$ cat src/rtl/spi_fc_pkg.sv
package spi_fc_pkg;
  localparam int FRAME_W = 16;
  localparam int ADDR_W  = 4;
  localparam int DATA_W  = FRAME_W - ADDR_W - 1;
  localparam int CNT_W   = $clog2(FRAME_W + 2);

  typedef struct packed {
    logic [ADDR_W-1:0] addr;
    logic              rd_only;
    logic [DATA_W-1:0] data;
  } frame_t;

  typedef enum logic [1:0] {
    VERDICT_IDLE,
    VERDICT_COMMIT,
    VERDICT_QUIET,
    VERDICT_FAIL
  } verdict_e;
endpackage

$ cat src/rtl/spi_fc_sync.sv
module spi_fc_sync #(
  parameter int          W       = 1,
  parameter int          STAGES  = 2,
  parameter logic [W-1:0] RST_VAL = '0
) (
  input  logic         clk,
  input  logic         rst,
  input  logic [W-1:0] d,
  output logic [W-1:0] q
);
  logic [W-1:0] chain [STAGES];

  for (genvar s = 0; s < STAGES; s++) begin : g_stage
    if (s == 0) begin : g_first
      always_ff @(posedge clk) begin
        if (rst) chain[s] <= RST_VAL;
        else     chain[s] <= d;
      end
    end else begin : g_next
      always_ff @(posedge clk) begin
        if (rst) chain[s] <= RST_VAL;
        else     chain[s] <= chain[s-1];
      end
    end
  end

  assign q = chain[STAGES-1];
endmodule

$ cat src/rtl/spi_fc_shifter.sv
module spi_fc_shifter
  import spi_fc_pkg::*;
#(
  parameter int FW = FRAME_W,
  parameter int CW = CNT_W
) (
  input  logic          clk,
  input  logic          rst,
  input  logic          scs_s,
  input  logic          sck_s,
  input  logic          sdi_s,
  input  logic          rstin_i,
  input  logic [FW-1:0] rd_data_i,
  output logic [FW-1:0] rx_word,
  output logic [CW-1:0] bit_cnt,
  output logic          active,
  output logic          cs_rise,
  output logic          sdo,
  output logic          sdo_oe
);
  localparam logic [CW-1:0] CNT_SAT = CW'(FW + 1);

  logic          sck_d, scs_d;
  logic          sck_rise, sck_fall, cs_fall;
  logic [FW-1:0] tx_sh;

  assign sck_rise = sck_s & ~sck_d;
  assign sck_fall = ~sck_s & sck_d;
  assign cs_fall  = ~scs_s & scs_d;
  assign cs_rise  = scs_s & ~scs_d;

  always_ff @(posedge clk) begin
    if (rst) begin
      sck_d   <= 1'b0;
      scs_d   <= 1'b1;
      active  <= 1'b0;
      bit_cnt <= '0;
      rx_word <= '0;
      tx_sh   <= '0;
      sdo_oe  <= 1'b0;
    end else begin
      sck_d  <= sck_s;
      scs_d  <= scs_s;
      sdo_oe <= active;
      if (cs_fall && rstin_i) begin
        active  <= 1'b1;
        bit_cnt <= '0;
        tx_sh   <= rd_data_i;
      end else if (scs_s || !rstin_i) begin
        active <= 1'b0;
      end else if (active) begin
        if (sck_rise) begin
          rx_word <= {rx_word[FW-2:0], sdi_s};
          if (bit_cnt != CNT_SAT) bit_cnt <= bit_cnt + 1'b1;
        end
        if (sck_fall) tx_sh <= {tx_sh[FW-2:0], 1'b0};
      end
    end
  end

  assign sdo = tx_sh[FW-1];
endmodule

$ cat src/rtl/spi_fc_judge.sv
module spi_fc_judge
  import spi_fc_pkg::*;
(
  input  logic              clk,
  input  logic              rst,
  input  logic              cs_rise,
  input  logic              active,
  input  logic [CNT_W-1:0]  bit_cnt,
  input  frame_t            rx_frame,
  input  logic              startup_i,
  input  logic              irq_en_i,
  output logic              wr_en,
  output logic [ADDR_W-1:0] wr_addr,
  output logic [DATA_W-1:0] wr_data,
  output logic              fail_irq,
  output logic              rst_req
);
  verdict_e verdict;

  always_comb begin
    verdict = VERDICT_IDLE;
    if (cs_rise && active) begin
      if (bit_cnt != CNT_W'(FRAME_W)) verdict = VERDICT_FAIL;
      else if (rx_frame.rd_only)      verdict = VERDICT_QUIET;
      else                            verdict = VERDICT_COMMIT;
    end
  end

  always_ff @(posedge clk) begin
    if (rst) begin
      wr_en    <= 1'b0;
      wr_addr  <= '0;
      wr_data  <= '0;
      fail_irq <= 1'b0;
      rst_req  <= 1'b0;
    end else begin
      wr_en    <= 1'b0;
      fail_irq <= 1'b0;
      rst_req  <= 1'b0;
      case (verdict)
        VERDICT_COMMIT: begin
          wr_en   <= 1'b1;
          wr_addr <= rx_frame.addr;
          wr_data <= rx_frame.data;
        end
        VERDICT_FAIL: begin
          if (startup_i)     rst_req  <= 1'b1;
          else if (irq_en_i) fail_irq <= 1'b1;
        end
        default: ;
      endcase
    end
  end
endmodule

$ cat src/rtl/spi_fc_slave.sv
module spi_fc_slave
  import spi_fc_pkg::*;
(
  input  logic               clk,
  input  logic               rst,
  input  logic               scs_n_i,
  input  logic               sck_i,
  input  logic               sdi_i,
  output logic               sdo_o,
  output logic               sdo_oe_o,
  input  logic               rstin_i,
  input  logic               startup_i,
  input  logic               fail_irq_en_i,
  input  logic [FRAME_W-1:0] rd_data_i,
  output logic               wr_en_o,
  output logic [ADDR_W-1:0]  wr_addr_o,
  output logic [DATA_W-1:0]  wr_data_o,
  output logic               fail_irq_o,
  output logic               rst_req_o
);
  logic [2:0]         pins_s;
  logic [FRAME_W-1:0] rx_word;
  logic [CNT_W-1:0]   bit_cnt;
  logic               active, cs_rise;

  spi_fc_sync #(.W(3), .STAGES(2), .RST_VAL(3'b001)) i_sync (
    .clk (clk),
    .rst (rst),
    .d   ({sdi_i, sck_i, scs_n_i}),
    .q   (pins_s)
  );

  spi_fc_shifter #(.FW(FRAME_W), .CW(CNT_W)) i_shift (
    .clk       (clk),
    .rst       (rst),
    .scs_s     (pins_s[0]),
    .sck_s     (pins_s[1]),
    .sdi_s     (pins_s[2]),
    .rstin_i   (rstin_i),
    .rd_data_i (rd_data_i),
    .rx_word   (rx_word),
    .bit_cnt   (bit_cnt),
    .active    (active),
    .cs_rise   (cs_rise),
    .sdo       (sdo_o),
    .sdo_oe    (sdo_oe_o)
  );

  spi_fc_judge i_judge (
    .clk       (clk),
    .rst       (rst),
    .cs_rise   (cs_rise),
    .active    (active),
    .bit_cnt   (bit_cnt),
    .rx_frame  (frame_t'(rx_word)),
    .startup_i (startup_i),
    .irq_en_i  (fail_irq_en_i),
    .wr_en     (wr_en_o),
    .wr_addr   (wr_addr_o),
    .wr_data   (wr_data_o),
    .fail_irq  (fail_irq_o),
    .rst_req   (rst_req_o)
  );
endmodule

$ cat config.mk
export PLATFORM = sky130hd
export DESIGN_NAME = spi_fc_slave
export DESIGN_NICKNAME = d
export VERILOG_FILES = /design/src/rtl/spi_fc_pkg.sv /design/src/rtl/spi_fc_sync.sv /design/src/rtl/spi_fc_shifter.sv /design/src/rtl/spi_fc_judge.sv /design/src/rtl/spi_fc_slave.sv
export SDC_FILE = /design/constraint.sdc
export NUM_CORES = 1
export LEC_CHECK = 0
export BUFFER_PORTS_ARGS = -buffer_cell sky130_fd_sc_hd__buf_2
export CAP_MARGIN = 20
export CORE_ASPECT_RATIO = 1.25
export CORE_MARGIN = 4
export CORE_UTILIZATION = 47
export DETAILED_ROUTE_END_ITERATION = 8
export MAX_ROUTING_LAYER = met4
export PLACE_DENSITY = 0.68
export SETUP_SLACK_MARGIN = 0.4
export SYNTH_ARGS = -nofsm -noshare
export SYNTH_HDL_FRONTEND = slang
export SYNTH_HIERARCHICAL = 1
export SYNTH_SLANG_ARGS = --single-unit
$ cat constraint.sdc
create_clock -name clk -period 2 [get_ports clk]
set_clock_uncertainty 0.15 [all_clocks]
set_input_delay 0.1 -clock clk [delete_from_list [all_inputs] [get_ports clk]]
set_output_delay 0.1 -clock clk [all_outputs]
set_load 0.05 [all_outputs]
==> summary.txt, run 1 <==
Status
  • Status: completed

Setup path
  • Reg2reg end: i_shift/bit_cnt[2]
  • WP data arrival: about 1700 ps
  • CP startpoint kind: register
  • Crit Path Category: reg2reg
  • WP data required: roughly 2100 ps
  • R2R setup slack: 430 ps
  • R2R cell count: 5
  • FF-to-FF Start: i_shift/bit_cnt[1]
  • Worst Path Max Fanout: 6
  • Setup crit end kind: register

Timing
  • Hold slack: roughly 78 ps
  • Final setup vio count: 0
  • Final setup TNS: 0 ps
  • Worst-Margin Slew: ~420 ps
  • Worst setup margin: approximately 430 ps
  • Tmin final: ~1600 ps
  • Period utilisation layout: 0.783
  • Final Slew Violations: 0
  • RSZ-0062 raised after global routing: true
  • Hold Fails Final Rpt: 0
  • Maximum clock rate: ~640 MHz
  • Slew HR: 0.721

Drt
  • Drt initial violations: between 150 and 200
  • Final ANT Viol Nets: 0
  • Vias: roughly 2600
  • Drt total wl: 6.76 mm
  • Via density: 5.66
  • First-pass detailed-route iteration total: 4
  • Drt drc: 0
  • Avg WL per Cell: between 10 and 15 um

Global routing
  • First-pass GRT wire length: between 10 and 15 mm
  • Gr usage total: 0.188
  • Total gr overflow: 0
  • Vias in the first global route: ~2500
  • Pin count of the biggest net entering global routing: 40
  • Initial antenna violation count: 0

Floorplanning
  • Die ar.: roughly 0.0076 mm^2
  • Core area: just under 0.006 mm^2
  • Number of I/O pins: 44
  • DIE HEIGHT: approximately 96 um
  • Initial core utilization: 0.494
  • Die Width: just under 80 um
  • FP Rows: 31

Cells and area
  • Layout cells sized above 1: 0.238
  • Filler Cell Count: 541
  • Area Growth Syn to Fin: 22.1%
  • ANT cells: 0
  • Layout Nets: a little over 400

Synthesis
  • Cell Area, Synth: about 0.0029 mm^2
  • Sequential fraction of the synthesis area: 0.444
  • Synth area leader: dfxtp_1
  • Top cell type's share of synthesized area: 0.444
  • Distinct cells, synth: 35
  • Yosys reg bits: 65
  • Syn Inst Count: 329
  • Synth area leaders: dfxtp_1 (44%), a21oi_1 (7.8%), nand3_1 (6.3%), nand3b_1 (5.9%), and4b_1 (5.1%)
  • Synthesized area per cell: between 8 and 9 um^2
  • Post-synth net total: 355
  • Synth Warn #: 6

Flow run
  • Max-cap violations: 0

Worst hold path
  • Hold path endpoint: i_shift/tx_sh[15]
  • Hold depth: 4
  • Worst Hold Class: in2reg
  • Hold path startpoint: rd_data_i[15]

Clock network
  • TritonCTS clock tree: built
  • CTS H-tree lvls: 3
  • CTS root buf: clkbuf_8
  • Clock tree sinks: 65
  • Clock-pin transition on the worst setup and hold timing paths: ~70 ps
  • Longest Clk Path Bufs: 2
  • Number of setup buffers added after CTS: 0
  • CTS buffer count: 9
  • Clk Latency, worst-skew pair: about 340 ps

Power and ir drop
  • Max rail drop VDD: around 420 uV
  • Leakage power: between 1 and 1.5 nW
  • Pwr dens: roughly 670 mW/mm^2

Placement
  • Placer congestion estimate: 0.834
  • # port buffers: 43
  • Place WS: roughly 390 ps
  • Detailed placement HPWL: 4.07 mm
[worst max path at each step]
stage	startpoint	end	slack [ps]	depth (start not counted)
detailed placement	i_shift/bit_cnt[1]	i_shift/bit_cnt[1]	390	5
global placement	i_shift/bit_cnt[1]	i_shift/bit_cnt[0]	440	5
finish	i_shift/bit_cnt[1]	i_shift/bit_cnt[2]	430	5
CTS	i_shift/bit_cnt[1]	i_shift/bit_cnt[2]	400	5
global route	i_sync/chain[1][0]	i_shift/bit_cnt[4]	360	4
floorplan	i_shift/bit_cnt[3]	i_judge/wr_addr[0]	410	5
[registers in the layout, indices dropped and copies added, names as in the netlist]
signal            count
i_judge/fail_irq      1
i_judge/rst_req       1
i_judge/wr_addr       4
i_judge/wr_data      11
i_judge/wr_en         1
i_shift/active        1
i_shift/bit_cnt       5
i_shift/rx_word      16
i_shift/sck_d         1
i_shift/scs_d         1
i_shift/sdo_oe        1
i_shift/tx_sh        16
i_sync/chain          6
[cell usage after synthesis (all sizes together)]
cell / number
nor3: 3
clkinv: 1
nand4bb: 1
o21ai: 31
nand4b: 17
a31oi: 16
and3b: 1
buf: 15
a21oi: 46
inv: 3
nor2b: 9
nor4bb: 1
clkbuf: 18
and4bb: 1
nor2: 1
or2: 3
nand2: 4
nor4b: 2
mux2i: 5
and2b: 1
ha: 2
nand3: 37
nand2b: 3
dfxtp: 65
or4: 1
nor4: 4
and4b: 15
nand3b: 23
[per-layer routing]
layer	share of wire	GRT usage	vias to the layer above
met2	0.49	0.312	55
met4	0.018	0.0933	0
li1	-	-	1323
met3	0.036	0.0281	11
met5	0	-	-
met1	0.46	0.223	1243
[power by group]
part           switching, mW  leakage [nW]  internal [mW]
Combinational         0.0691         0.680         0.0600
Sequential            0.0103         0.527           1.31
Clock                  0.500        0.0818          0.440
Total                  0.580          1.29           1.81
[cells by family (layout without fill, tap and decap cells)]
group	after synthesis	in the layout	synth area share
buf+inv	37	91	0.0572
compound gates	93	93	0.167
mux	5	5	0.0171
flops	65	65	0.444
fa+ha+maj	2	2	0.00853
simple gates	127	127	0.307
[area by class of cell]
type	count	area, um^2	share of cell area
multi-input combinational	227	1500	0.419
clock inverter	6	35.0	0.00978
timing repair buffer	71	497	0.139
tap	82	103	0.0286
inverter	4	15.0	0.00419
sequential	65	1310	0.364
clock buffer	10	128	0.0356
[metrics by stage]
| stage | std cells | power [mW] | area, um^2 | util |
|---|---|---|---|---|
| finish | 465 | 2.39 | 3580 | 0.604 |
| global route | 465 | 2.47 | 3580 | 0.604 |
| CTS | 463 | 2.40 | 3500 | 0.589 |
| detailed placement | 439 | 1.46 | 3250 | 0.547 |
| global placement | 439 | 1.46 | 3250 | 0.547 |
| floorplan | 329 | 1.42 | 2950 | - |
[critical path, cell delays in order, from the launching register on]
cell and delay, ps:
dfxtp_2 400, inv_1 60, ha_1 170, nor4bb_2 180
nor4_1 330, mux2i_1 210
[repair_timing]
| action | CTS | global route |
|---|---|---|
| resized for setup | 1 | 10 |
| pin swaps | 0 | 2 |
| cloned | 0 | 2 |
| endpoints found under the hold margin | 7 | 0 |
| hold buffers | 8 | 0 |
| endpoints found under the setup margin | 2 | 21 |
[cell usage in the layout (no fill, tap or decap), types with 10 or more instances in the layout]
| cell type | n |
|---|---|
| buf_2 | 43 |
| o21ai_0 | 20 |
| a21oi_1 | 46 |
| buf_4 | 16 |
| nand4b_1 | 17 |
| a31oi_1 | 16 |
| o21ai_1 | 10 |
| nand3_1 | 37 |
| nand3b_1 | 23 |
| dfxtp_1 | 62 |
| and4b_1 | 15 |
No activity file was read; power rests on OpenSTA's default activity.
==> run 2, diff against run 1 <==
PLACE_DENSITY = 0.7   (was 0.68)
clock period = 1.3 ns   (was 2 ns; I/O delays follow)
==> summary.txt, run 2 (synthesized netlist as in run 1, its figures left out) <==
Clock network
  • CTS H-tree lvls: 3
  • Clock tree sinks: 65
  • Clk Latency, worst-skew pair: about 350 ps
  • Clock-pin transition on the worst setup and hold timing paths: 70 ps
  • TritonCTS clock tree: built
  • CTS root buf: clkbuf_8
  • Hold-fix buffer count after cts: 7
  • CTS buffer count: 9
  • Longest Clk Path Bufs: 2

Setup path
  • R2R setup slack: -240 ps
  • Cell Chain, Critical Path: or4_4 -> buf_6 -> o21ai_1 -> a21oi_1
  • WP data arrival: 1630 ps
  • Crit-path max cell delay: 550 ps
  • Crit Path Category: reg2reg
  • Setup crit end kind: register
  • Critical path's slowest cell: or4_4
  • CP startpoint kind: register
  • WP data required: between 1000 and 1500 ps
  • Worst Path Max Fanout: 8

Cells and area
  • Non-Filler Instances: a little over 500
  • Layout Nets: 450
  • Filler Cell Count: 303
  • Most frequent cells in the layout: dfxtp_1 (38), nand3_2 (30), a21oi_1 (28)
  • Commonest non-fill, non-tap cell in the layout: dfxtp_1
  • ANT cells: 0
  • Layout cells sized above 1: 0.568
  • Area Growth Syn to Fin: 72.1%
  • Top flop regs: i_shift/rx_word x16, i_shift/tx_sh x16, i_judge/wr_data x11

Global routing
  • Total gr overflow: 0
  • Pin count of the biggest net entering global routing: 27
  • First-pass GRT wire length: 14.9 mm
  • Vias in the first global route: about 3000
  • Gr usage total: 0.264
  • Initial antenna violation count: 0

Timing
  • Period utilisation layout: 1.18
  • Worst setup margin: -240 ps
  • Tmin final: 1540 ps
  • Maximum clock rate: 649 MHz
  • Slew HR: 0.775
  • Hold Fails Final Rpt: 6
  • Final setup vio count: 55
  • Final Slew Violations: 0
  • Hold slack: -10.3 ps
  • Worst-Margin Slew: roughly 340 ps
  • RSZ-0062 raised after global routing: true

Drt
  • Drt total wl: 9.50 mm
  • Via density: between 5 and 6
  • Drt drc: 0
  • Avg WL per Cell: about 19 um
  • First-pass detailed-route iteration total: 4
  • Drt initial violations: between 150 and 200
  • Vias: about 3000
  • Final ANT Viol Nets: 0

Floorplanning
  • Die Width: 78.7 um
  • Core area: between 0.005 and 0.006 mm^2
  • FP Rows: 31
  • Number of I/O pins: 44
  • Die ar.: around 0.0076 mm^2
  • Initial core utilization: 0.494
  • DIE HEIGHT: 96.3 um

Placement
  • # port buffers: 43
  • Detailed placement HPWL: around 4.6 mm
  • Cell total after placement: 450
  • Place WS: -236 ps
  • Placer congestion estimate: just over 0.8

Worst hold path
  • Worst Hold Class: in2reg

Status
  • Violated checks: hold timing, setup timing
  • Status: finished, violations left

Flow run
  • Max-cap violations: 0

Power and ir drop
  • Max rail drop VDD: between 600 and 700 uV
  • Pwr dens: 818 mW/mm^2
  • Leakage power: approximately 1.8 nW
  • Power Total: 4.13 mW
[run 2: what timing repair did]
item                       in CTS  in global routing
resized for setup             157                 42
hold endpoints to repair        9                  2
setup buffers                  17                  9
pin swaps                      23                  6
setup endpoints to repair      77                 81
cloned                         12                  0
[run 2: critical path, delay by kind of cell (launching register included)]
family / cells / cell delay [ps]
AOI/OAI and AO/OA: 2 / 220
buffers and inverters: 1 / 170
DFF: 1 / 340
and+or+nand+nor: 1 / 550
[run 2: cell type report]
type	count	area [um^2]	area share
multi-input cells	229	1980	0.393
well taps	82	103	0.0203
flip-flops and latches	65	1350	0.267
clock buffers	12	155	0.0307
repair buffers	115	1400	0.278
inverters	4	15.0	0.00297
clock inverters	3	40.0	0.00793
[run 2: metal layers]
layer	GRT usage	share of wire	up-vias
li1	-	-	1436
met3	0.0506	0.045	22
met5	-	0	-
met2	0.458	0.54	91
met4	0.143	0.027	0
met1	0.285	0.39	1479
[run 2: path summary, 6_finish.rpt]
path | start | to | depth (start not counted)
min reg2reg | i_sync/chain[0][0] | i_sync/chain[1][0] | 1
max reg2reg | i_shift/bit_cnt[1] | i_judge/wr_data[9] | 4
max | i_shift/bit_cnt[1] | i_judge/wr_data[9] | 4
min | rst | i_shift/active | 3
[run 2: power breakdown]
group | switching [mW] | internal (mW) | total (mW)
sequential | 0.0218 | 2.00 | 2.02
clock | 0.799 | 0.975 | 1.77
combinational | 0.160 | 0.170 | 0.330
[run 2: stage by stage]
stage	setup TNS [ps]	hold WS [ps]	util	instance area, um^2
5_1_grt	-11330	-1.05	0.851	5050
6_report	-8870	-10.3	0.851	5050
2_1_floorplan	-4190	-20.8	-	3320
3_5_place_dp	-6840	94.5	0.618	3670
4_1_cts	-7830	-32.6	0.809	4800
3_3_place_gp	-5450	95.9	0.618	3670
